$ cat src/rtl/tsch_pkg.sv
// Shared types for the turbo window/iteration scheduler.
// Assumes: nothing beyond a two-state control flow.
package tsch_pkg;
    typedef enum logic {
        SCH_IDLE = 1'b0,
        SCH_RUN  = 1'b1
    } sch_state_e;
endpackage

$ cat src/rtl/tsch_cfg.sv
// Segment configuration: captures the per-engine segment length on an
// accepted start and derives the half-iteration cycle budget, the window
// count and the segment base addresses from it.
// Assumes: N_SISO and WIN are powers of two; the caller checks the length.
module tsch_cfg #(
    parameter int N_SISO = 4,
    parameter int WIN    = 64,
    parameter int OVH    = 10,
    parameter int LEN_W  = 13,
    parameter int SEG_W  = 11,
    parameter int BUD_W  = 10,
    parameter int NW_W   = 5
) (
    input  logic                      clk,
    input  logic                      rst_n,
    input  logic                      load_i,
    input  logic [LEN_W-1:0]          blk_len_i,
    output logic [BUD_W-1:0]          budget_o,
    output logic [NW_W-1:0]           nwin_o,
    output logic [N_SISO*LEN_W-1:0]   seg_base_o
);
    localparam int SISO_SH = $clog2(N_SISO);
    localparam int WIN_SH  = $clog2(WIN);

    logic [SEG_W-1:0] seg_q;
    logic [SEG_W:0]   seg_rnd;

    // Capture the quarter-block length when a decode is accepted.
    always_ff @(posedge clk) begin
        if (!rst_n)
            seg_q <= '0;
        else if (load_i)
            seg_q <= SEG_W'(blk_len_i >> SISO_SH);
    end

    // Half-iteration budget: two steps per cycle, one warm-up window, overhead.
    assign budget_o = BUD_W'(seg_q >> 1) + BUD_W'(WIN + OVH);

    // Windows per segment, rounded up.
    assign seg_rnd = {1'b0, seg_q} + (SEG_W + 1)'(WIN - 1);
    assign nwin_o  = NW_W'(seg_rnd >> WIN_SH);

    // One base address per engine.
    for (genvar k = 0; k < N_SISO; k++) begin : g_base
        assign seg_base_o[k*LEN_W +: LEN_W] = LEN_W'(k) * LEN_W'(seg_q);
    end
endmodule

$ cat src/rtl/tsch_half_timer.sv
// Half-iteration timer: counts cycles within a half-iteration, flags its last
// cycle and decodes window strobes every WIN/2 cycles (radix-4 timing).
// Assumes: WIN is a power of two of at least 4; budget_i is at least 1 while run_i.
module tsch_half_timer #(
    parameter int WIN   = 64,
    parameter int HC_W  = 10,
    parameter int BUD_W = 10,
    parameter int NW_W  = 5,
    parameter int WI_W  = 5
) (
    input  logic              clk,
    input  logic              rst_n,
    input  logic              run_i,
    input  logic [BUD_W-1:0]  budget_i,
    input  logic [NW_W-1:0]   nwin_i,
    output logic              half_end_o,
    output logic              win_start_o,
    output logic [WI_W-1:0]   win_idx_o
);
    localparam int STEP_SH = $clog2(WIN) - 1;

    logic [HC_W-1:0]         hc_q;
    logic [HC_W-STEP_SH-1:0] slot;

    assign slot       = hc_q[HC_W-1:STEP_SH];
    assign half_end_o = run_i && (BUD_W'(hc_q) == budget_i - BUD_W'(1));

    // Cycle-in-half counter, restarted at every half-iteration boundary.
    always_ff @(posedge clk) begin
        if (!rst_n)
            hc_q <= '0;
        else if (run_i && !half_end_o)
            hc_q <= hc_q + HC_W'(1);
        else
            hc_q <= '0;
    end

    // Strobe on each window boundary while windows remain.
    always_comb begin
        win_start_o = run_i && (hc_q[STEP_SH-1:0] == '0) && (int'(slot) < int'(nwin_i));
    end

    // Window index, saturated at the last window, zero when idle.
    always_comb begin
        if (!run_i)
            win_idx_o = '0;
        else if (int'(slot) >= int'(nwin_i))
            win_idx_o = WI_W'(nwin_i - NW_W'(1));
        else
            win_idx_o = WI_W'(slot);
    end

    // the counter never reaches the budget
    p_hc_in_budget_r4: assert property (@(posedge clk) disable iff (!rst_n)
        run_i |-> (BUD_W'(hc_q) < budget_i));

    // strobes are WIN/2 cycles apart, never back to back
    p_window_gap_r5: assert property (@(posedge clk) disable iff (!rst_n)
        win_start_o |=> !win_start_o);
endmodule

$ cat src/rtl/tsch_iter_ctrl.sv
// Iteration controller: idle/run state, half-iteration and iteration
// counting, early-stop and limit decision, done pulse and cycle counter.
// Assumes: lim_i is already clamped to 1..MAX_ITER; half_end_i only while running.
module tsch_iter_ctrl #(
    parameter int MAX_ITER = 8,
    parameter int IT_W     = 4,
    parameter int HF_W     = 4,
    parameter int CYC_W    = 14
) (
    input  logic              clk,
    input  logic              rst_n,
    input  logic              start_ok_i,
    input  logic [IT_W-1:0]   lim_i,
    input  logic              half_end_i,
    input  logic              early_stop_i,
    output logic              run_o,
    output logic              done_o,
    output logic [HF_W-1:0]   half_o,
    output logic [IT_W-1:0]   iters_o,
    output logic [CYC_W-1:0]  cyc_o
);
    import tsch_pkg::*;

    sch_state_e       st_q;
    logic [IT_W-1:0]  lim_q;
    logic [IT_W-1:0]  iters_q;
    logic [HF_W-1:0]  half_q;
    logic [CYC_W-1:0] cyc_q;
    logic             done_q;
    logic             iter_end;
    logic             finish;

    assign iter_end = half_end_i && half_q[0];
    assign finish   = iter_end && (early_stop_i || (iters_q + IT_W'(1) == lim_q));

    // State and done pulse.
    always_ff @(posedge clk) begin
        if (!rst_n) begin
            st_q   <= SCH_IDLE;
            done_q <= 1'b0;
        end else begin
            done_q <= 1'b0;
            if (st_q == SCH_IDLE && start_ok_i)
                st_q <= SCH_RUN;
            else if (st_q == SCH_RUN && finish) begin
                st_q   <= SCH_IDLE;
                done_q <= 1'b1;
            end
        end
    end

    // Half-iteration, iteration, limit and cycle bookkeeping.
    always_ff @(posedge clk) begin
        if (!rst_n) begin
            lim_q   <= IT_W'(1);
            iters_q <= '0;
            half_q  <= '0;
            cyc_q   <= '0;
        end else if (st_q == SCH_IDLE) begin
            if (start_ok_i) begin
                lim_q   <= lim_i;
                iters_q <= '0;
                half_q  <= '0;
                cyc_q   <= '0;
            end
        end else begin
            cyc_q <= cyc_q + CYC_W'(1);
            if (iter_end)
                iters_q <= iters_q + IT_W'(1);
            if (finish)
                half_q <= '0;
            else if (half_end_i)
                half_q <= half_q + HF_W'(1);
        end
    end

    assign run_o   = (st_q == SCH_RUN);
    assign done_o  = done_q;
    assign half_o  = half_q;
    assign iters_o = iters_q;
    assign cyc_o   = cyc_q;

    // done lasts a single cycle
    p_done_one_cycle_r9: assert property (@(posedge clk) disable iff (!rst_n)
        done_q |=> !done_q);

    // a decode only ends on the last cycle of an odd half-iteration
    p_stop_on_odd_half_r7: assert property (@(posedge clk) disable iff (!rst_n)
        (st_q == SCH_IDLE && $past(st_q) == SCH_RUN) |-> $past(half_q[0]) && $past(half_end_i));

    // half-iteration index stays within twice the limit
    p_half_in_limit_r8: assert property (@(posedge clk) disable iff (!rst_n)
        run_o |-> (int'(half_q) < 2 * int'(lim_q)) && (int'(lim_q) >= 1) && (int'(lim_q) <= MAX_ITER));
endmodule

$ cat src/rtl/turbo_win_sched.sv
// Top of the parallel turbo window/iteration scheduler: validates start
// requests, clamps the iteration limit and ties configuration, half-iteration
// timer and iteration controller together.
// Assumes: one code block at a time; engine arithmetic lives elsewhere.
module turbo_win_sched #(
    parameter int N_SISO   = 4,
    parameter int WIN      = 64,
    parameter int OVH      = 10,
    parameter int MAX_BLK  = 6144,
    parameter int MAX_ITER = 8,
    localparam int LEN_W    = $clog2(MAX_BLK + 1),
    localparam int SEG_W    = $clog2(MAX_BLK / N_SISO + 1),
    localparam int MAX_BUD  = MAX_BLK / (2 * N_SISO) + WIN + OVH,
    localparam int HC_W     = $clog2(MAX_BUD),
    localparam int BUD_W    = $clog2(MAX_BUD + 1),
    localparam int MAX_NWIN = (MAX_BLK / N_SISO + WIN - 1) / WIN,
    localparam int NW_W     = $clog2(MAX_NWIN + 1),
    localparam int WI_W     = $clog2(MAX_NWIN),
    localparam int IT_W     = $clog2(MAX_ITER + 1),
    localparam int HF_W     = $clog2(2 * MAX_ITER),
    localparam int CYC_W    = $clog2(2 * MAX_ITER * MAX_BUD + 1)
) (
    input  logic                     clk,
    input  logic                     rst_n,
    input  logic                     start_i,
    input  logic [LEN_W-1:0]         blk_len_i,
    input  logic [IT_W-1:0]          iter_lim_i,
    input  logic                     early_stop_i,
    output logic                     busy_o,
    output logic                     done_o,
    output logic [N_SISO*LEN_W-1:0]  seg_base_o,
    output logic                     win_start_o,
    output logic [WI_W-1:0]          win_idx_o,
    output logic [HF_W-1:0]          half_idx_o,
    output logic                     phase_o,
    output logic [IT_W-1:0]          iters_o,
    output logic [CYC_W-1:0]         cycle_cnt_o
);
    localparam logic [LEN_W-1:0] LEN_MASK = LEN_W'(2 * N_SISO - 1);

    logic             len_ok;
    logic             start_ok;
    logic [IT_W-1:0]  lim_eff;
    logic [BUD_W-1:0] budget;
    logic [NW_W-1:0]  nwin;
    logic             run;
    logic             half_end;

    // Accept only idle starts with a legal, segment-aligned length.
    always_comb begin
        len_ok   = (blk_len_i != '0) && (int'(blk_len_i) <= MAX_BLK)
                   && ((blk_len_i & LEN_MASK) == '0);
        start_ok = start_i && !run && len_ok;
    end

    // Clamp the iteration limit into 1..MAX_ITER.
    always_comb begin
        if (iter_lim_i == '0)
            lim_eff = IT_W'(1);
        else if (int'(iter_lim_i) > MAX_ITER)
            lim_eff = IT_W'(MAX_ITER);
        else
            lim_eff = iter_lim_i;
    end

    tsch_cfg #(
        .N_SISO(N_SISO), .WIN(WIN), .OVH(OVH),
        .LEN_W(LEN_W), .SEG_W(SEG_W), .BUD_W(BUD_W), .NW_W(NW_W)
    ) u_cfg (
        .clk(clk), .rst_n(rst_n), .load_i(start_ok), .blk_len_i(blk_len_i),
        .budget_o(budget), .nwin_o(nwin), .seg_base_o(seg_base_o)
    );

    tsch_half_timer #(
        .WIN(WIN), .HC_W(HC_W), .BUD_W(BUD_W), .NW_W(NW_W), .WI_W(WI_W)
    ) u_timer (
        .clk(clk), .rst_n(rst_n), .run_i(run), .budget_i(budget), .nwin_i(nwin),
        .half_end_o(half_end), .win_start_o(win_start_o), .win_idx_o(win_idx_o)
    );

    tsch_iter_ctrl #(
        .MAX_ITER(MAX_ITER), .IT_W(IT_W), .HF_W(HF_W), .CYC_W(CYC_W)
    ) u_ctrl (
        .clk(clk), .rst_n(rst_n), .start_ok_i(start_ok), .lim_i(lim_eff),
        .half_end_i(half_end), .early_stop_i(early_stop_i),
        .run_o(run), .done_o(done_o), .half_o(half_idx_o),
        .iters_o(iters_o), .cyc_o(cycle_cnt_o)
    );

    assign busy_o  = run;
    assign phase_o = half_idx_o[0];

    // window strobes only while a decode runs
    p_strobe_when_busy_r5: assert property (@(posedge clk) disable iff (!rst_n)
        win_start_o |-> busy_o);

    // a start while busy leaves the segment bases untouched
    p_busy_start_ignored_r2: assert property (@(posedge clk) disable iff (!rst_n)
        (busy_o && start_i) |=> $stable(seg_base_o));

    // phase flips only at half-iteration boundaries
    p_phase_at_boundary_r6: assert property (@(posedge clk) disable iff (!rst_n)
        (busy_o && !half_end) |=> $stable(phase_o));
endmodule

$ cat config.mk
export PLATFORM = sky130hd
export DESIGN_NAME = turbo_win_sched
export DESIGN_NICKNAME = d
export VERILOG_FILES = /design/src/rtl/tsch_pkg.sv /design/src/rtl/tsch_cfg.sv /design/src/rtl/tsch_half_timer.sv /design/src/rtl/tsch_iter_ctrl.sv /design/src/rtl/turbo_win_sched.sv
export SDC_FILE = /design/constraint.sdc
export NUM_CORES = 1
export LEC_CHECK = 0
export BUFFER_PORTS_ARGS = -buffer_cell sky130_fd_sc_hd__buf_4
export CORE_ASPECT_RATIO = 0.9
export CORE_MARGIN = 2
export CORE_UTILIZATION = 45
export CTS_BUF_LIST = sky130_fd_sc_hd__clkbuf_16
export DETAILED_ROUTE_END_ITERATION = 10
export MAX_ROUTING_LAYER = met4
export PLACE_DENSITY = 0.8
export SLEW_MARGIN = 10
export SYNTH_ARGS = -nofsm -noshare
export SYNTH_HDL_FRONTEND = slang
export SYNTH_SLANG_ARGS = --single-unit
$ cat constraint.sdc
create_clock -name clk -period 2.7 [get_ports clk]
set_input_delay 0 -clock clk [delete_from_list [all_inputs] [get_ports clk]]
set_output_delay 0 -clock clk [all_outputs]
set_load 0.005 [all_outputs]
* Yosys cells after proc, flatten, opt, wreduce, memory -nomap -nowiden
Index checks and enable logic that the tools add are counted.
** Word-level totals
- Output and inout port bits :: 83
- Logic and storage cells :: 68
- Flip-flop bits (word level) :: 49
- Bits of input ports :: 21
** Cells by class
- Multiply operators :: 1
- Order comparisons :: 4
- Equality and inequality tests :: 4
- Bitwise operators :: 2
- Add/subtract/negate cells :: 8
- Reduce and logical (&&, ||, !) cells :: 26
- Multiplexer cells :: 15
** Operators by type and width (count)
- 2-to-1 mux 4 bit :: 8
- 2-to-1 mux 14 bit :: 2
- adder 14 x 1 -> 14 bit, second input constant :: 1
- less-or-equal comparator 13 bit, second input constant :: 1
- zero test 13 bit :: 1
- multiplier 2 x 11 -> 13 bit, first input constant :: 1
- nonzero test 13 bit :: 1
- logical AND 1 bit :: 12
- adder 11 x 6 -> 11 bit, second input constant :: 1
- adder 10 x 1 -> 10 bit, second input constant :: 1
- adder 10 x 7 -> 10 bit, second input constant :: 1
- equality test 10 bit :: 1
- 2-to-1 mux 5 bit :: 2
- subtractor 10 x 1 -> 10 bit, second input constant :: 1
- adder 4 x 1 -> 4 bit, second input constant :: 2
- AND reduction 2 bit :: 4
- >= comparator 5 bit :: 1
- zero test 5 bit :: 1
- less-than comparator 5 bit :: 1
- subtractor 5 x 1 -> 5 bit, second input constant :: 1
- equality test 4 bit :: 1
- > comparator 4 bit, second input constant :: 1
- zero test 4 bit :: 1
- nonzero test 2 bit :: 2
- 7 further kinds :: 11

* Logic depth before layout (Yosys ltp)
- Depth after elaboration :: 9
- Mapped depth :: 15

* Modules after synthesis
A second synthesis with hierarchy kept.
** Unflattened totals
- Cell total of the unflattened synthesis :: 490
- Area total of the unflattened synthesis :: 4170.2 um^2
** Modules (own cells, without submodules)
- tsch_cfg :: cells an instance 175, times used 1, area an instance 1488.9 um^2
- tsch_iter_ctrl :: cells an instance 158, times used 1, area an instance 1415.1 um^2
- tsch_half_timer :: cells an instance 142, times used 1, area an instance 1154.9 um^2
- turbo_win_sched :: cells an instance 15, times used 1, area an instance 111.4 um^2

* Least setup slack after synthesis
No wires, ideal clock.
- Path type :: register to output
- Start point :: reg u_cfg.seg_q[1]
- End point :: out win_idx_o[0]
- Arrival :: 3.125 ns
- Stages on the path, launching flop included :: 15
- Required time :: 2.700 ns
- Path slack :: -0.425 ns
- Buffers on the path :: 1
- Cell sequence :: dfxtp_1 > inv_1 > ha_1 > nor2b_1 > o21a_1 > nand2_1 > xor2_1 > ha_1 > a21oi_1 > o21ai_0 > a31o_2 > maj3_1 > a21o_1 > buf_2 > a211oi_1
** On the way
- Longest elaborated chain between the ends :: 4
- Elaborated cells between the ends (all ways) :: 5
- Classes of those cells :: add/sub (2); order compare (1); mux (2)
** RTL lines
- start: declaration :: RTL line tsch_cfg.sv:25 : logic [SEG_W-1:0] seg_q;
- start signal: assignment :: RTL line tsch_cfg.sv:33 : seg_q <= SEG_W'(blk_len_i >> SISO_SH);
- adder 11 x 6 -> 11 bit * :: RTL line tsch_cfg.sv:40 : assign seg_rnd = {1'b0, seg_q} + (SEG_W + 1)'(WIN - 1);
- subtractor 5 x 1 -> 5 bit / >= comparator 5 bit (equally long branches) :: RTL line tsch_half_timer.sv:48, tsch_half_timer.sv:47
- 2-to-1 mux 5 bit * :: RTL line tsch_half_timer.sv:47 : else if (int'(slot) >= int'(nwin_i))
- 2-to-1 mux 5 bit * :: RTL line tsch_half_timer.sv:45 : if (!run_i)
- end: declaration :: RTL line turbo_win_sched.sv:33 : output logic [WI_W-1:0] win_idx_o,
Every way passes the cells marked *; elsewhere a longest branch is shown, timed or not.

* Worst setup path in the final report
- Start point :: reg u_cfg.seg_q[3]
- End point :: out win_idx_o[2]
Same word-level chain as after synthesis.

==> flow_summary.yaml <==
logic_synthesis:
  yosysTopAreaCell: "dfxtp_1"
  synthFlopType: "dfxtp_1"
  yosysTopAreaCellShare_pct: 25.4
  syn_inst: 463
  ys_seq_elements: 49
  synth_cell_type_count: 64
  ys_seq_area_share_pct: 25.4
  synth_enable_flop_cells: 0
  ys_async_sr_fraction_pct: 0
  ys_top_cells_by_area: "dfxtp_1 25%, ha_1 12%, xnor2_1 7.2%, buf_4 6.4%, mux2i_1 3.9%"
  syn-cell-area_um2: 3870
  yosysWarnings: 0
  syn_avg_cell_area_um2: 8.35
worst_hold_path:
  hp-class: "input port to flop"
  hold_depth: 3
die:
  rows: 32
  io-pin-count: 104
  die_area_um2: 9350
  die_h_um: 91.9
  start_util_pct: 45.8
  core_um2: 8450
  fp.dieW_um: 102
placed_design:
  dpl.hpwl_mm: 7.67
  io_buffers: 86
  place_congestion: 0.929
  dp_slack_ns: -0.150
  dpl_cell_area_um2: 4730
critical_path:
  crit_required_ns: 2.70
  r2r_cells: 9
  crit_type: "flop to output port"
  path_max_fanout: 8
  cp_slowest_cell: "dfxtp_4"
  start_kind: "flop"
  path_buf_inv: 3
  crit_path_end_kind: "output port"
  cp_cell_sequence: "inv_4, buf_4, ha_1, o21ai_1, a21oi_1, xnor2_1, ha_1, nand2_1, o21ai_2, a31o_2, maj3_2, a21o_4, mux2i_1, nor2_1, buf_4"
  crit_family: "compound AO/OA/AOI/OAI gates"
  path_depth: 15
  cp.arrival_ns: 3.08
  cpPeakStageDelay_ns: 0.35
layout:
  layout.cells.most_common: "buf_4"
  antennaDiodeCount: 0
  design_area_um2: 5150
  final_core_util_pct: 61.0
  layout_common_cells: "128 x buf_4, 43 x dfxtp_1, 32 x nor2_1"
  area_delta_synth_final_pct: 33.3
  drive_gt1_share_pct: 32.5
  nets: 632
timing:
  clock-skew-final_ns: 0.00945
  hold_ws_ns: -0.00144
  setup_violations: 5
  rsz0062_at_grt: "yes"
  tns_ns: -1.81
  finalHoldViolCount: 1
  max_slew_margin_pct: 55.6
  finalCritPeriodShare_pct: 114
  slew_violations: 0
  tightest_slew_ns: 0.660
  fmax_mhz: 324
  period_needed_ns: 3.08
  setup_slack_ns: -0.382
clocking:
  cts_tree: "done"
  cts_buffers: 5
  h-tree-depth: 2
  clk_pin_slew_worst_paths_ns: 0.07
  cts.path.max_buffers: 2
  clock-sinks: 49
  clock_latency_ns: 0.29
  root_buffer: "clkbuf_16"
routing:
  drt-met1-wl_mm: 4.45
  first_iter_violations: 140
  avgRoutedWirePerCell_um: 15.3
  vias: 3659
  route.met3.wl_um: 683
  wl_met2_mm: 5.32
  via_per_inst: 5.27
  antenna_left: 0
  top_layer_used: "met4"
  drc_errors: 0
  wl_mm: 10.6
  drtPass1Iterations: 4
global_routing:
  grt_pass1_vias: 3388
  grt_max_degree: 39
  grt.total_usage_pct: 22.3
  grt_pass1_wl_mm: 16.3
  antenna_found_initial: 0
  overflow: 0
power:
  power_leakage_nw: 2.40
  ir_worst_vdd_v: 0.000394
  p_per_area_nw_per_um2: 314
run_status:
  violations: "hold timing, setup timing"
  status: "finished with violations"
flow_run:
  maxCapViolations: 0
## report_power, final
group	total, mW	switching [mW]	internal (mW)
combinational	0.234	0.115	0.120
clock	0.654	0.298	0.355
sequential	0.729	0.00549	0.723
## cell type report
type                            count  area [um2]
Fill cell                         698        3300
Multi-Input combinational cell    360        2710
Timing Repair Buffer              136        1040
Sequential cell                    49        1000
Tap cell                          119         149
Clock buffer                        5         125
Inverter                           22        97.6
Clock inverter                      3        28.8
## kinds of logic (layout without fill, tap and decap cells)
group                    count (synthesis)  in the layout  share of synthesized area [%]
AO/OA/AOI/OAI                           84             84                           14.4
XOR/XNOR                                49             49                           11.3
adder cells (fa/ha/maj)                 39             39                           12.7
buffers and inverters                   70            166                           10.8
flip-flops                              49             49                           25.4
multiplexers                            15             15                           3.88
other                                    1             17                         0.0970
AND/OR/NAND/NOR                        156            156                           21.4
## routing by layer
layer / global-route usage [%] / vias to the layer above
met1: 28.2 / 1741
li1: - / 1776
met2: 37.2 / 127
met3: 3.43 / 15
met5: - / -
met4: 5.18 / 0
## stage by stage
step                hold slack (ns)  total power, mW  cells
global placement              0.250            0.944    671
global route                 0.0140             1.67    694
CTS                        0.000623             1.61    690
finish                     -0.00144             1.62    694
floorplan                     0.135            0.886    479
detailed placement            0.257            0.951    671
## flip-flops by register name, indices dropped and copies added, names as in the netlist
| signal | cells |
|---|---|
| u_ctrl.done_o | 1 |
| u_ctrl.half_o | 4 |
| u_ctrl.cyc_o | 14 |
| u_ctrl.lim_q | 4 |
| u_ctrl.run_o | 1 |
| u_cfg.seg_q | 11 |
| u_ctrl.iters_o | 4 |
| u_timer.hc_q | 10 |
## timing repair
item,4_1_cts,5_1_grt
hold buffers,8,0
gates resized for setup,7,24
endpoints found under the hold margin,8,0
pin swaps,13,15
setup buffers,3,4
setup endpoints to repair,7,13
## path summary, 6_finish.rpt
path	end	slack (ns)	startpoint
setup reg to reg	u_ctrl.half_o[2]$_SDFFE_PN0P_	0.08	u_cfg.seg_q[1]$_SDFFE_PN0P_
setup / recovery	win_idx_o[2]	-0.38	u_cfg.seg_q[3]$_SDFFE_PN0P_
hold reg to reg	u_ctrl.lim_q[0]$_SDFFE_PN1P_	0.50	u_ctrl.lim_q[0]$_SDFFE_PN1P_
hold / removal	u_cfg.seg_q[7]$_SDFFE_PN0P_	-0.001	blk_len_i[9]
## Yosys cell counts, types with 16 or more instances
cell     instances
nand3_1         26
nor2b_1         16
ha_1            36
dfxtp_1         49
inv_1           22
buf_4           33
xor2_1          16
a21oi_1         16
nand2_1         32
xnor2_1         32
nor2_1          32
## worst min-delay path, cell delays in order
cell and delay [ns]:
buf_4 0.09, mux2i_1 0.06, nor2b_1 0.11
Power figures use the tool's default switching activity.
